===== config.mk =====
export PLATFORM = sky130hd
export DESIGN_NAME = rate_lane_dist
export DESIGN_NICKNAME = d
export VERILOG_FILES = /design/src/rtl/rld_pkg.sv /design/src/rtl/rld_split.sv /design/src/rtl/rld_merge.sv /design/src/rtl/rld_ctrl.sv /design/src/rtl/rate_lane_dist.sv
export SDC_FILE = /design/constraint.sdc
export NUM_CORES = 1
export LEC_CHECK = 0
export BUFFER_PORTS_ARGS = -buffer_cell sky130_fd_sc_hd__buf_2
export CORE_MARGIN = 1
export CORE_UTILIZATION = 35
export CTS_BUF_LIST = sky130_fd_sc_hd__clkbuf_16
export DETAILED_ROUTE_END_ITERATION = 16
export GPL_TIMING_DRIVEN = 0
export PLACE_DENSITY = 0.6
export SLEW_MARGIN = 20
export SYNTH_ARGS = -nofsm -noshare
export SYNTH_HDL_FRONTEND = slang
export SYNTH_HIERARCHICAL = 1
export SYNTH_SLANG_ARGS = --single-unit

===== constraint.sdc =====
create_clock -name clk -period 6.6 [get_ports clk]
set_clock_uncertainty 0.1 [all_clocks]
set_input_delay 1.32 -clock clk [delete_from_list [all_inputs] [get_ports clk]]
set_output_delay 1.32 -clock clk [all_outputs]
set_load 0.02 [all_outputs]

===== src/rtl/rld_pkg.sv =====
package rld_pkg;

  typedef enum logic {ST_RUN = 1'b0, ST_PEND = 1'b1} cfg_state_e;

  // Active lane count for a bandwidth level: halve per level, floor at one.
  function automatic int unsigned lvl_to_lanes(input int unsigned lvl, input int unsigned n);
    int unsigned r;
    r = (lvl >= 32) ? 0 : (n >> lvl);
    return (r == 0) ? 1 : r;
  endfunction

  // Round-robin successor inside a set of cnt lanes.
  function automatic int unsigned rr_next(input int unsigned cur, input int unsigned cnt);
    return (cur + 1 >= cnt) ? 0 : cur + 1;
  endfunction

  // Position counter step with wrap at len.
  function automatic int unsigned wrap_inc(input int unsigned pos, input int unsigned len);
    return (pos + 1 >= len) ? 0 : pos + 1;
  endfunction

endpackage


===== src/rtl/rld_split.sv =====
module rld_split #(
  parameter int NUM_LANES  = 4,
  parameter int DATA_W     = 16,
  parameter int SEG_LEN    = 4,
  parameter int FRAME_SEGS = 4,
  parameter int CNTL_W     = 3
) (
  input  logic                          clk,
  input  logic                          rst_n,
  input  logic                          in_fire,
  input  logic [DATA_W-1:0]             in_data,
  input  logic [CNTL_W-1:0]             cur_cnt,
  input  logic                          apply,
  output logic                          at_bound,
  output logic [NUM_LANES-1:0]          lane_valid,
  output logic [NUM_LANES*DATA_W-1:0]   lane_data
);
  import rld_pkg::*;

  localparam int LANE_W = (NUM_LANES > 1) ? $clog2(NUM_LANES) : 1;
  localparam int SEG_W  = (SEG_LEN > 1) ? $clog2(SEG_LEN) : 1;
  localparam int FRM_W  = (FRAME_SEGS > 1) ? $clog2(FRAME_SEGS) : 1;

  logic [SEG_W-1:0]  seg_pos_q;
  logic [FRM_W-1:0]  frm_seg_q;
  logic [LANE_W-1:0] wr_lane_q;
  logic [DATA_W-1:0] data_q;
  logic              seg_end;

  assign seg_end  = (int'(seg_pos_q) == SEG_LEN - 1);
  assign at_bound = (seg_pos_q == '0) && (frm_seg_q == '0);

  always_ff @(posedge clk) begin
    if (!rst_n) begin
      seg_pos_q  <= '0;
      frm_seg_q  <= '0;
      wr_lane_q  <= '0;
      lane_valid <= '0;
      data_q     <= '0;
    end else begin
      lane_valid <= '0;
      if (in_fire) begin
        lane_valid[wr_lane_q] <= 1'b1;
        data_q                <= in_data;
        seg_pos_q             <= SEG_W'(wrap_inc(int'(seg_pos_q), SEG_LEN));
        if (seg_end) begin
          wr_lane_q <= LANE_W'(rr_next(int'(wr_lane_q), int'(cur_cnt)));
          frm_seg_q <= FRM_W'(wrap_inc(int'(frm_seg_q), FRAME_SEGS));
        end
      end else if (apply) begin
        wr_lane_q <= '0;
      end
    end
  end

  for (genvar g = 0; g < NUM_LANES; g++) begin : g_fan
    assign lane_data[g*DATA_W +: DATA_W] = data_q;
  end

  p_one_lane_r2: assert property (@(posedge clk) disable iff (!rst_n)
    $onehot0(lane_valid));
  p_lane_in_set_r3: assert property (@(posedge clk) disable iff (!rst_n)
    in_fire |-> (int'(wr_lane_q) < int'(cur_cnt)));

endmodule


===== src/rtl/rld_merge.sv =====
module rld_merge #(
  parameter int NUM_LANES = 4,
  parameter int DATA_W    = 16,
  parameter int SEG_LEN   = 4,
  parameter int CNTL_W    = 3
) (
  input  logic                        clk,
  input  logic                        rst_n,
  input  logic [NUM_LANES-1:0]        ret_valid,
  input  logic [NUM_LANES*DATA_W-1:0] ret_data,
  input  logic [CNTL_W-1:0]           cur_cnt,
  input  logic                        apply,
  output logic                        out_valid,
  output logic [DATA_W-1:0]           out_data
);
  import rld_pkg::*;

  localparam int LANE_W = (NUM_LANES > 1) ? $clog2(NUM_LANES) : 1;
  localparam int SEG_W  = (SEG_LEN > 1) ? $clog2(SEG_LEN) : 1;

  logic [DATA_W-1:0]    ret_arr [NUM_LANES];
  logic [LANE_W-1:0]    rd_lane_q;
  logic [SEG_W-1:0]     rd_pos_q;
  logic [NUM_LANES-1:0] turn_sel;
  logic                 hit;

  for (genvar g = 0; g < NUM_LANES; g++) begin : g_unpack
    assign ret_arr[g]  = ret_data[g*DATA_W +: DATA_W];
    assign turn_sel[g] = (int'(rd_lane_q) == g);
  end

  assign hit = ret_valid[rd_lane_q];

  always_ff @(posedge clk) begin
    if (!rst_n) begin
      rd_lane_q <= '0;
      rd_pos_q  <= '0;
      out_valid <= 1'b0;
      out_data  <= '0;
    end else begin
      out_valid <= hit;
      if (hit) begin
        out_data <= ret_arr[rd_lane_q];
        rd_pos_q <= SEG_W'(wrap_inc(int'(rd_pos_q), SEG_LEN));
        if (int'(rd_pos_q) == SEG_LEN - 1)
          rd_lane_q <= LANE_W'(rr_next(int'(rd_lane_q), int'(cur_cnt)));
      end else if (apply) begin
        rd_lane_q <= '0;
        rd_pos_q  <= '0;
      end
    end
  end

  // Lanes must return in the rotation order the splitter used.
  p_in_turn_r6: assert property (@(posedge clk) disable iff (!rst_n)
    (ret_valid & ~turn_sel) == '0);

endmodule


===== src/rtl/rld_ctrl.sv =====
module rld_ctrl #(
  parameter int NUM_LANES = 4,
  parameter int LVL_W     = 3,
  parameter int CNTL_W    = 3,
  parameter int WAKE_CYC  = 8,
  parameter int CNT_W     = 12
) (
  input  logic                 clk,
  input  logic                 rst_n,
  input  logic [LVL_W-1:0]     lane_lvl,
  input  logic                 at_bound,
  input  logic                 in_fire,
  input  logic                 out_fire,
  output logic [CNTL_W-1:0]    cur_cnt,
  output logic                 apply,
  output logic                 hold,
  output logic [NUM_LANES-1:0] pwr_en
);
  import rld_pkg::*;

  localparam int WK_W = $clog2(WAKE_CYC + 1);

  cfg_state_e           state_q;
  logic [CNTL_W-1:0]    tgt_q, req_cnt;
  logic [WK_W-1:0]      wake_q;
  logic [CNT_W-1:0]     inflight_q;
  logic [NUM_LANES-1:0] mask_cur, mask_req, mask_tgt;
  logic                 start_pend, drained, grow, wake_done;

  assign req_cnt = CNTL_W'(lvl_to_lanes(int'(lane_lvl), NUM_LANES));

  for (genvar g = 0; g < NUM_LANES; g++) begin : g_mask
    assign mask_cur[g] = (g < int'(cur_cnt));
    assign mask_req[g] = (g < int'(req_cnt));
    assign mask_tgt[g] = (g < int'(tgt_q));
  end

  assign start_pend = (state_q == ST_RUN) && at_bound && (req_cnt != cur_cnt);
  assign hold       = (state_q == ST_PEND) || start_pend;
  assign drained    = (inflight_q == '0);
  assign grow       = (tgt_q > cur_cnt);
  assign wake_done  = !grow || (wake_q == WK_W'(WAKE_CYC));
  assign apply      = (state_q == ST_PEND) && drained && wake_done;

  always_ff @(posedge clk) begin
    if (!rst_n) begin
      state_q    <= ST_RUN;
      cur_cnt    <= CNTL_W'(NUM_LANES);
      tgt_q      <= CNTL_W'(NUM_LANES);
      wake_q     <= '0;
      inflight_q <= '0;
      pwr_en     <= '1;
    end else begin
      if (in_fire && !out_fire)      inflight_q <= inflight_q + 1'b1;
      else if (!in_fire && out_fire) inflight_q <= inflight_q - 1'b1;
      case (state_q)
        ST_RUN: if (start_pend) begin
          state_q <= ST_PEND;
          tgt_q   <= req_cnt;
          wake_q  <= '0;
          pwr_en  <= mask_cur | mask_req;
        end
        ST_PEND: begin
          if (wake_q != WK_W'(WAKE_CYC)) wake_q <= wake_q + 1'b1;
          if (apply) begin
            state_q <= ST_RUN;
            cur_cnt <= tgt_q;
            pwr_en  <= mask_tgt;
          end
        end
        default: state_q <= ST_RUN;
      endcase
    end
  end

  p_switch_at_boundary_r4: assert property (@(posedge clk) disable iff (!rst_n)
    apply |-> at_bound);
  p_no_underflow_r6: assert property (@(posedge clk) disable iff (!rst_n)
    out_fire |-> (inflight_q != '0));
  for (genvar g = 0; g < NUM_LANES; g++) begin : g_pchk
    p_drop_after_drain_r7: assert property (@(posedge clk) disable iff (!rst_n)
      $fell(pwr_en[g]) |-> $past(drained));
  end

endmodule


===== src/rtl/rate_lane_dist.sv =====
module rate_lane_dist #(
  parameter int NUM_LANES  = 4,
  parameter int DATA_W     = 16,
  parameter int SEG_LEN    = 4,
  parameter int FRAME_SEGS = 4,
  parameter int WAKE_CYC   = 8,
  parameter int CNT_W      = 12,
  localparam int LVL_W     = ((NUM_LANES > 1) ? $clog2(NUM_LANES) : 1) + 1,
  localparam int CNTL_W    = $clog2(NUM_LANES + 1)
) (
  input  logic                        clk,
  input  logic                        rst_n,
  input  logic [LVL_W-1:0]            lane_lvl,
  input  logic                        in_valid,
  input  logic [DATA_W-1:0]           in_data,
  output logic                        in_ready,
  output logic [NUM_LANES-1:0]        lane_valid,
  output logic [NUM_LANES*DATA_W-1:0] lane_data,
  output logic [NUM_LANES-1:0]        lane_pwr_en,
  input  logic [NUM_LANES-1:0]        ret_valid,
  input  logic [NUM_LANES*DATA_W-1:0] ret_data,
  output logic                        out_valid,
  output logic [DATA_W-1:0]           out_data
);

  logic              in_fire, hold, apply, at_bound;
  logic [CNTL_W-1:0] cur_cnt;

  assign in_ready = !hold;
  assign in_fire  = in_valid && in_ready;

  rld_ctrl #(.NUM_LANES(NUM_LANES), .LVL_W(LVL_W), .CNTL_W(CNTL_W),
             .WAKE_CYC(WAKE_CYC), .CNT_W(CNT_W)) u_ctrl (
    .clk(clk), .rst_n(rst_n), .lane_lvl(lane_lvl), .at_bound(at_bound),
    .in_fire(in_fire), .out_fire(out_valid), .cur_cnt(cur_cnt),
    .apply(apply), .hold(hold), .pwr_en(lane_pwr_en));

  rld_split #(.NUM_LANES(NUM_LANES), .DATA_W(DATA_W), .SEG_LEN(SEG_LEN),
              .FRAME_SEGS(FRAME_SEGS), .CNTL_W(CNTL_W)) u_split (
    .clk(clk), .rst_n(rst_n), .in_fire(in_fire), .in_data(in_data),
    .cur_cnt(cur_cnt), .apply(apply), .at_bound(at_bound),
    .lane_valid(lane_valid), .lane_data(lane_data));

  rld_merge #(.NUM_LANES(NUM_LANES), .DATA_W(DATA_W), .SEG_LEN(SEG_LEN),
              .CNTL_W(CNTL_W)) u_merge (
    .clk(clk), .rst_n(rst_n), .ret_valid(ret_valid), .ret_data(ret_data),
    .cur_cnt(cur_cnt), .apply(apply), .out_valid(out_valid), .out_data(out_data));

  for (genvar g = 0; g < NUM_LANES; g++) begin : g_pwr_chk
    p_powered_use_r9: assert property (@(posedge clk) disable iff (!rst_n)
      lane_valid[g] |-> lane_pwr_en[g]);
  end

endmodule


==> summary.txt, run 1 <==
Worst hold path
  • HP Class: reg2reg

Power
  • Cell Pwr Density: 218 mW/mm^2
  • Overall power: 1.33 mW
  • Leak Pwr: 2.93 nW
  • Peak VDD IR: 0.106 mV

Critical path
  • Maximum fanout along the worst path: 12
  • Crit-path cells: buf_2 -> or3_1 -> ha_1 -> o21ai_0 -> nand2b_1 -> nor2b_1 -> ha_1 -> inv_1 -> ha_1 -> nor2b_1 -> o31a_1 -> o31a_1 -> o31a_1 -> a32o_1
  • CP top delay family: compound AO/OA/AOI/OAI gates
  • Worst path buffer plus inverter count: 2
  • Worst EP required: 6720 ps
  • CP Launch Type: input pin
  • Worst Path Arrival: 4890 ps
  • Crit Path Category: in2reg
  • Largest stage delay on the critical path: 420 ps
  • Crit end category: register
  • CP max-delay cell: or3_1

Yosys
  • #FFs+latches synth: 74
  • Syn avg cell area: 9.37 um^2
  • Sequential share of the synthesized area: 31.4%
  • Top_reg_cell synth: dfxtp_1
  • Post-synthesis cell area: 0.00472 mm^2
  • Synthesized instance count: 504
  • Share of flip-flops with an asynchronous set or reset: 0%
  • EDFF count, synth: 0
  • Count of cell types in the netlist: 62
  • Net Count, Synth: 630
  • Synth Warn #: 6

Timing
  • RSZ-0062 raised after global routing: no
  • Worst hold slack: 357 ps
  • Least-Margin Pin Slew: 602 ps
  • Post-route setup TNS: 0 ps
  • Worst slew margin: 59.8%
  • Final setup margin: 1830 ps
  • Peak Freq: 0.210 GHz
  • Final max-slew violation count: 0
  • Min Tclk post-route: 4770 ps
  • Final hold viol count: 0
  • Setup violations, final: 0
  • Final period utilization: 72.3%

Floorplanning
  • Io pins: 180
  • Die area: 0.0140 mm^2
  • Rows: 42
  • Die height: 118 um
  • Core area: 0.0132 mm^2
  • Initial Util: 35.8%
  • Chip Width: 118 um

Clocking
  • CTS resizes: 0
  • H-Tree Depth: 3
  • Postcts setup bufs: 0
  • CTS Root Cell: clkbuf_16
  • Total CTS buffers: 9
  • Num Clock Sinks: 74
  • Number of buffers on the longest clock path: 2
  • Worst skew pair latency: 330 ps
  • Reg clk slew, reported paths: 60 ps
  • TritonCTS clock tree: built
  • # hold bufs at CTS: 0

Placement
  • Hpwl dp: 9.09 mm
  • Placed Area: 0.00584 mm^2
  • Port Buffer Count: 179
  • DP Worst Slack: 1480 ps
  • Final Wtd Congestion: 0.852

Flow run
  • Max cap viols: 0

Run status
  • Outcome: finished clean

Global route
  • GR Overflow Total: 0
  • First-pass GRT wire length: 19.3 mm
  • Total Routing Usage GR: 17.2%
  • Initial antenna violation count: 0
  • Largest net degree at the start of global routing: 17
  • Vias in the first global route: 4175

Finish
  • Most common cell after layout, fill and taps aside: buf_2
  • Commonest non-fill, non-tap cells in the layout: buf_2, dfxtp_1, buf_4
  • Nets: 820
  • Antenna cells: 0
  • Fillers: 1287
  • Layout cell share with drive strength beyond 1: 39.5%
  • Post-route cell area: 0.00612 mm^2
  • Area grow syn2layout: 29.6%

Routing
  • Vias: 4287
  • Routed len/inst: 13.3 um
  • Drt first pass iters: 5
  • Routed WL: 11.7 mm
  • Via-to-Cell Ratio: 4.90
  • Residual DRC: 0
  • DR iter-0 viols: 179
  • Final ANT Viol Nets: 0
## worst register-to-register path, delay by kind of cell (launching register included)
kind / cells / cell delay [ps]
AO/OA/AOI/OAI: 5 / 1180
adder cells (fa/ha/maj): 3 / 1030
buffers and inverters: 2 / 350
flip-flops: 1 / 380
AND/OR/NAND/NOR: 3 / 570
## registers in the layout (all words and copies together) (netlist names)
| register | flops |
|---|---|
| u_split/frm_seg_q | 2 |
| u_ctrl/pwr_en | 4 |
| u_merge/out_valid | 1 |
| u_split/seg_pos_q | 2 |
| u_ctrl/tgt_q | 3 |
| u_ctrl/state_q | 1 |
| u_merge/rd_lane_q | 2 |
| u_merge/rd_pos_q | 2 |
| u_ctrl/cur_cnt | 3 |
| u_ctrl/inflight_q | 12 |
| u_split/wr_lane_q | 2 |
| u_split/lane_valid | 4 |
| u_ctrl/wake_q | 4 |
| u_merge/out_data | 16 |
| u_split/data_q | 16 |
## where the power goes
part | internal [mW] | switching, mW | leakage (nW) | total (mW)
combinational | 0.161 | 0.199 | 2.17 | 0.360
clock | 0.286 | 0.182 | 0.154 | 0.467
sequential | 0.480 | 0.0273 | 0.604 | 0.507
total | 0.926 | 0.408 | 2.93 | 1.33
## synth_stat cells (all sizes together), types with 8 or more instances
| cell | n | area share, % |
|---|---|---|
| dfxtp | 74 | 31 |
| mux4 | 16 | 7.8 |
| nor2 | 23 | 1.8 |
| o211ai | 11 | 1.7 |
| nor2b | 25 | 3.3 |
| o21ai | 13 | 1.5 |
| mux2i | 29 | 6.6 |
| clkbuf | 9 | 0.72 |
| ha | 35 | 9.3 |
| a21oi | 33 | 3.5 |
| nand2 | 48 | 3.8 |
| buf | 59 | 10 |
| nand3 | 17 | 1.8 |
| inv | 23 | 1.8 |
| nor3 | 8 | 0.85 |
## layout make-up
class | count | area, um^2 | area share (%)
Timing Repair Buffer | 179 | 896 | 14.6
Tap cell | 176 | 220 | 3.60
Inverter | 24 | 90.1 | 1.47
Multi-Input combinational cell | 338 | 2640 | 43.2
Sequential cell | 74 | 1480 | 24.2
Clock inverter | 7 | 55.1 | 0.900
Clock buffer | 9 | 225 | 3.68
Buffer | 68 | 505 | 8.26
## cells by family after synthesis
group	count (synthesis)	share of synthesized area [%]
muxes	47	14.9
buffers and inverters	92	12.6
xor gates and xnor gates	6	1.11
adders and majority gates	36	9.70
AOI/OAI and AO/OA	92	13.3
DFF	74	31.4
and+or+nand+nor	157	17.0
## metrics by stage
step / utilization (%) / std cells
2_1_floorplan: - / 504
5_1_grt: 46.4 / 875
3_3_place_gp: 44.3 / 859
6_report: 46.4 / 875
4_1_cts: 46.4 / 875
3_5_place_dp: 44.3 / 859
## routing by layer
layer / up-vias / track usage [%] / share of wire [%]
met5: - / 0 / 0
met4: 0 / 6.89 / 1.6
met3: 10 / 4.01 / 6.8
met2: 163 / 29.8 / 49
met1: 1980 / 20.4 / 42
li1: 2134 / - / -
## final timing paths
path / startpoint / end / slack, ps / depth (start not counted)
max: lane_lvl[2] / u_ctrl/inflight_q[10] / 1830 / 14
min: u_merge/out_data[6] / u_merge/out_data[6] / 360 / 2
max reg2reg: u_ctrl/cur_cnt[2] / u_ctrl/inflight_q[10] / 2880 / 13
min reg2reg: u_merge/out_data[6] / u_merge/out_data[6] / 360 / 2
Note: power is estimated with default switching activity, not from simulation.
==> run 2, diff against run 1 <==
- clock period: 6.6 -> 4.45 ns (I/O delays scaled with it)
==> run 2 against run 1 <==
Register-to-register slack got worse by 2100 ps. Final cell count increased by 0.57%. Core utilization increased by 0.35 points. First-iteration DRC count increased by 9.5%. Global-route usage unchanged. Wire length increased by 0.46%. Sequential cell count unchanged. Clock power increased by 49%. Worst setup slack got worse by 1700 ps. Largest cell class unchanged.
==> summary.txt, run 2 (synthesized netlist as in run 1, its figures left out) <==
Clocking
  • TritonCTS clock tree: built
  • H-Tree Depth: 3
  • Total CTS buffers: 9
  • # hold bufs at CTS: 0
  • Reg clk slew, reported paths: 60 ps
  • Number of buffers on the longest clock path: 2
  • Worst skew pair latency: 330 ps
  • CTS Root Cell: clkbuf_16
  • Num Clock Sinks: 74

Timing
  • Final hold viol count: 0
  • RSZ-0062 raised after global routing: no
  • Worst slew margin: 60.3%
  • Worst hold slack: 357 ps
  • Final setup margin: 151 ps
  • Min Tclk post-route: 4300 ps
  • Final max-slew violation count: 0
  • Setup violations, final: 0
  • Least-Margin Pin Slew: 596 ps
  • Peak Freq: 0.233 GHz
  • Post-route setup TNS: 0 ps
  • Final period utilization: 96.6%

Critical path
  • Crit end category: register
  • CP Launch Type: input pin
  • Worst Path Arrival: 4450 ps
  • Worst EP required: 4600 ps
  • Largest stage delay on the critical path: 460 ps
  • Worst path buffer plus inverter count: 3
  • Maximum fanout along the worst path: 10
  • CP top delay family: compound AO/OA/AOI/OAI gates
  • Crit-path cells: buf_2 -> or3_1 -> ha_1 -> o21ai_0 -> nand2b_1 -> nor2b_2 -> ha_2 -> clkinvlp_4 -> buf_4 -> ha_1 -> nand2_1 -> a21boi_0 -> a21oi_1 -> o31a_1 -> nor3_1
  • Top cell by count, worst path: ha_1
  • Crit Path Category: in2reg
  • CP max-delay cell: a21boi_0

Finish
  • Commonest non-fill, non-tap cells in the layout: buf_2, dfxtp_1, buf_4
  • Fillers: 1288
  • Non-Filler Instances: 880
  • Post-route cell area: 0.00616 mm^2
  • Most common cell after layout, fill and taps aside: buf_2
  • Nets: 825
  • Layout cell share with drive strength beyond 1: 40.3%
  • Antenna cells: 0
  • Area grow syn2layout: 30.6%
  • Final core utilization: 46.7%
  • Top flop regs: u_merge/out_data: 16 flops, u_split/data_q: 16 flops, u_ctrl/inflight_q: 12 flops

Global route
  • Vias in the first global route: 4175
  • Total Routing Usage GR: 17.2%
  • Largest net degree at the start of global routing: 17
  • GR Overflow Total: 0
  • First-pass GRT wire length: 19.3 mm
  • Initial antenna violation count: 0

Routing
  • Routed len/inst: 13.3 um
  • Final ANT Viol Nets: 0
  • Drt first pass iters: 4
  • Via-to-Cell Ratio: 4.90
  • Routed WL: 11.7 mm
  • DR iter-0 viols: 196
  • Vias: 4308
  • Residual DRC: 0

Floorplanning
  • Die area: 0.0140 mm^2
  • Rows: 42
  • Core area: 0.0132 mm^2
  • Io pins: 180
  • Chip Width: 118 um
  • Initial Util: 35.8%
  • Die height: 118 um

Placement
  • Hpwl dp: 9.09 mm
  • DP Worst Slack: -239 ps
  • Port Buffer Count: 179
  • Final Wtd Congestion: 0.852
  • Placed Area: 0.00584 mm^2
  • Placed insts: 859

Power
  • Cell Pwr Density: 322 mW/mm^2
  • Overall power: 1.98 mW
  • Leak Pwr: 2.95 nW
  • Peak VDD IR: 0.158 mV

Flow run
  • Max cap viols: 0

Run status
  • Outcome: finished clean

Worst hold path
  • HP Class: reg2reg
## run 2: cell types whose count changed in the layout (fill, tap and decap cells not counted)
cell        delta
nor2b_2        +1
clkinvlp_4     +1
inv_1          -1
buf_4          +5
ha_1           -1
ha_2           +1
nor2b_1        -1
## run 2: worst reg2reg max path: cells and delay by family, from the launching register on
kind | cells | cell delay (ps)
buffers and inverters | 3 | 540
AOI/OAI and AO/OA | 4 | 1060
DFF | 1 | 380
adders and majority gates | 3 | 960
and+or+nand+nor | 4 | 560
## run 2: metal layers
| layer | global-route usage (%) | vias up | share of wire [%] |
|---|---|---|---|
| met3 | 4.01 | 10 | 6.3 |
| met1 | 20.4 | 1998 | 43 |
| met5 | 0 | - | 0 |
| met4 | 6.89 | 0 | 1.6 |
| met2 | 29.8 | 152 | 49 |
| li1 | - | 2148 | - |
## run 2: worst paths after layout
| path | startpoint | depth (start not counted) | end | slack (ps) |
|---|---|---|---|---|
| worst min-delay path | u_merge/out_data[6] | 2 | u_merge/out_data[6] | 360 |
| worst min register to register | u_merge/out_data[6] | 2 | u_merge/out_data[6] | 360 |
| worst max-delay path | lane_lvl[2] | 15 | u_ctrl/inflight_q[11] | 150 |
| worst max register to register | u_ctrl/cur_cnt[2] | 14 | u_ctrl/inflight_q[11] | 780 |
## run 2: final cells by class
| type | count | area [um^2] | share of cell area, % |
|---|---|---|---|
| Multi-Input combinational cell | 338 | 2650 | 43.0 |
| Sequential cell | 74 | 1480 | 24.0 |
| Timing Repair Buffer | 184 | 933 | 15.1 |
| Buffer | 68 | 505 | 8.20 |
| Clock buffer | 9 | 225 | 3.65 |
| Tap cell | 176 | 220 | 3.57 |
| Inverter | 24 | 93.8 | 1.52 |
| Clock inverter | 7 | 55.1 | 0.893 |
## run 2: report_power, final
part,internal (mW),switching (mW)
Sequential,0.711,0.0408
Clock,0.424,0.271
Combinational,0.240,0.297
Total,1.37,0.608
## run 2: repair_timing
item                                   in CTS  in global routing
setup endpoints to repair                   0                  4
setup buffers                               0                  5
endpoints found under the hold margin       0                  0
gates resized for setup                     0                  3
==> run 3, diff against run 2 <==
- PLACE_DENSITY: 0.6 -> 0.63
- clock period: 4.45 -> 3.6 ns (I/O delays scaled with it)
==> run 3 against run 2 <==
Clock-buffer cell count unchanged. Final cell count up 0.34%. Sequential share of layout area down 0.88 points. Sequential power up 25%. Critical endpoint unchanged. Largest cell class unchanged. Largest power group unchanged.
==> summary.txt, run 3 (synthesized netlist as in run 1, its figures left out) <==
Floorplanning
  • Initial Util: 35.8%
  • Io pins: 180
  • Die area: 0.0140 mm^2
  • Die height: 118 um
  • Chip Width: 118 um
  • Rows: 42
  • Core area: 0.0132 mm^2

Finish
  • Antenna cells: 0
  • Most common cell after layout, fill and taps aside: buf_2
  • Fillers: 1252
  • Area grow syn2layout: 35.5%
  • Commonest non-fill, non-tap cells in the layout: buf_2, dfxtp_1, buf_4
  • Layout cell share with drive strength beyond 1: 43.4%
  • Non-Filler Instances: 883
  • Nets: 828
  • Top flop regs: u_merge/out_data: 16 flops, u_split/data_q: 16 flops, u_ctrl/inflight_q: 12 flops

Timing
  • Setup violations, final: 0
  • Final hold viol count: 0
  • Min Tclk post-route: 3520 ps
  • Final setup margin: 77.1 ps
  • Worst slew margin: 56.9%
  • Final period utilization: 97.9%
  • RSZ-0062 raised after global routing: yes
  • Peak Freq: 0.284 GHz
  • Final max-slew violation count: 0
  • Post-route setup TNS: 0 ps
  • Least-Margin Pin Slew: 647 ps

Clocking
  • Total CTS buffers: 9
  • CTS Root Cell: clkbuf_16
  • Reg clk slew, reported paths: 60 ps
  • Worst skew pair latency: 330 ps
  • TritonCTS clock tree: built
  • Num Clock Sinks: 74
  • Number of buffers on the longest clock path: 2
  • H-Tree Depth: 3

Critical path
  • Worst EP required: 3750 ps
  • Crit end category: register
  • CP Launch Type: input pin
  • RR Startpoint: u_ctrl/cur_cnt[1]
  • Crit Path Category: in2reg
  • Worst Path Arrival: 3680 ps
  • FF-to-FF setup slack: 270 ps
  • Reg2Reg Depth: 13
  • RR Endpoint: u_ctrl/inflight_q[8]
  • Maximum fanout along the worst path: 6

Global route
  • GR Overflow Total: 0
  • First-pass GRT wire length: 19.3 mm
  • Vias in the first global route: 4097
  • Total Routing Usage GR: 17.2%
  • Initial antenna violation count: 0
  • Largest net degree at the start of global routing: 17

Power
  • Cell Pwr Density: 394 mW/mm^2
  • Overall power: 2.52 mW
  • Leak Pwr: 2.99 nW
  • Peak VDD IR: 0.205 mV

Worst hold path
  • Worst hold path depth: 2
  • HP Class: reg2reg
  • Hold EP: u_merge/out_data[12]
  • Worst Min Path Start: u_merge/out_data[12]

Routing
  • Vias: 4331
  • Via-to-Cell Ratio: 4.90
  • Routed len/inst: 13.5 um
  • DR iter-0 viols: 156
  • Routed WL: 12.0 mm
  • Residual DRC: 0
  • Drt first pass iters: 11
  • Final ANT Viol Nets: 0

Placement
  • Port Buffer Count: 179
  • Placed insts: 859
  • DP Worst Slack: -541 ps
  • Final Wtd Congestion: 0.833
  • Hpwl dp: 9.09 mm

Run status
  • Outcome: finished clean

Flow run
  • Max cap viols: 0
-- run 3: cell count changes in the layout (fill, tap and decap cells not counted), moves of 3 or more --
cell,change
a21oi_1,-3
a211oi_1,-3
ha_1,-10
a21oi_2,+3
a211oi_2,+3
ha_4,+10
-- run 3: critical path, cell delays in order --
cell      delay, ps
buf_8           100
or3_4           390
ha_4            230
o21ai_2         110
nand2b_1        140
nor2b_2         190
ha_4            220
clkinv_8         90
ha_4            250
o211ai_1        210
o211ai_1        260
and4b_1         310
o31a_1          310
nor3_2          150
-- run 3: worst max-delay path by stage --
stage / startpoint / to / slack (ps) / cells after the start
6_report: lane_lvl[0] / u_ctrl/inflight_q[11] / 80 / 14
5_1_grt: lane_lvl[0] / u_ctrl/inflight_q[11] / -20 / 14
4_1_cts: lane_lvl[2] / u_ctrl/inflight_q[10] / 50 / 14
3_5_place_dp: lane_lvl[2] / u_ctrl/inflight_q[9] / -540 / 14
3_3_place_gp: lane_lvl[2] / u_ctrl/inflight_q[9] / -450 / 14
2_1_floorplan: lane_lvl[2] / u_ctrl/inflight_q[11] / 3 / 13
-- run 3: report_power, final --
group | internal [mW] | switching (mW) | total (mW)
Clock | 0.523 | 0.324 | 0.846
Combinational | 0.347 | 0.386 | 0.733
Sequential | 0.880 | 0.0603 | 0.940
Total | 1.75 | 0.770 | 2.52
-- run 3: through the flow --
step,hold WS [ps],util [%],area (um^2)
after CTS,355,47.4,6250
after global placement,344,44.5,5870
after global routing,379,48.5,6400
final,351,48.5,6400
after detailed placement,347,44.5,5870
after floorplan,360,-,4760
-- run 3: cell type report --
| type | count | area (um^2) | share of cell area (%) |
|---|---|---|---|
| sequential | 74 | 1480 | 23.2 |
| multi-input combinational | 338 | 2820 | 44.1 |
| clock buffer | 9 | 225 | 3.52 |
| buffer | 68 | 505 | 7.90 |
| clock inverter | 7 | 53.8 | 0.841 |
| inverter | 24 | 103 | 1.60 |
| timing repair buffer | 186 | 977 | 15.3 |
| timing repair inverter | 1 | 8.76 | 0.137 |
| tap | 176 | 220 | 3.44 |
-- run 3: repair_timing --
item / in CTS / in global routing
setup endpoints to repair: 4 / 4
resized for setup: 11 / 18
hold buffers: 0 / 0
cloned: 0 / 1
setup buffers: 3 / 4
pin swaps: 5 / 11
-- run 3: per-layer routing --
layer  wire length [um]  up-vias  track usage [%]
met5                  0        -                0
met4                224        0             7.29
met3                706       16             3.33
met2               5980      170             31.3
met1               5050     2001             19.5
li1                   -     2144                -
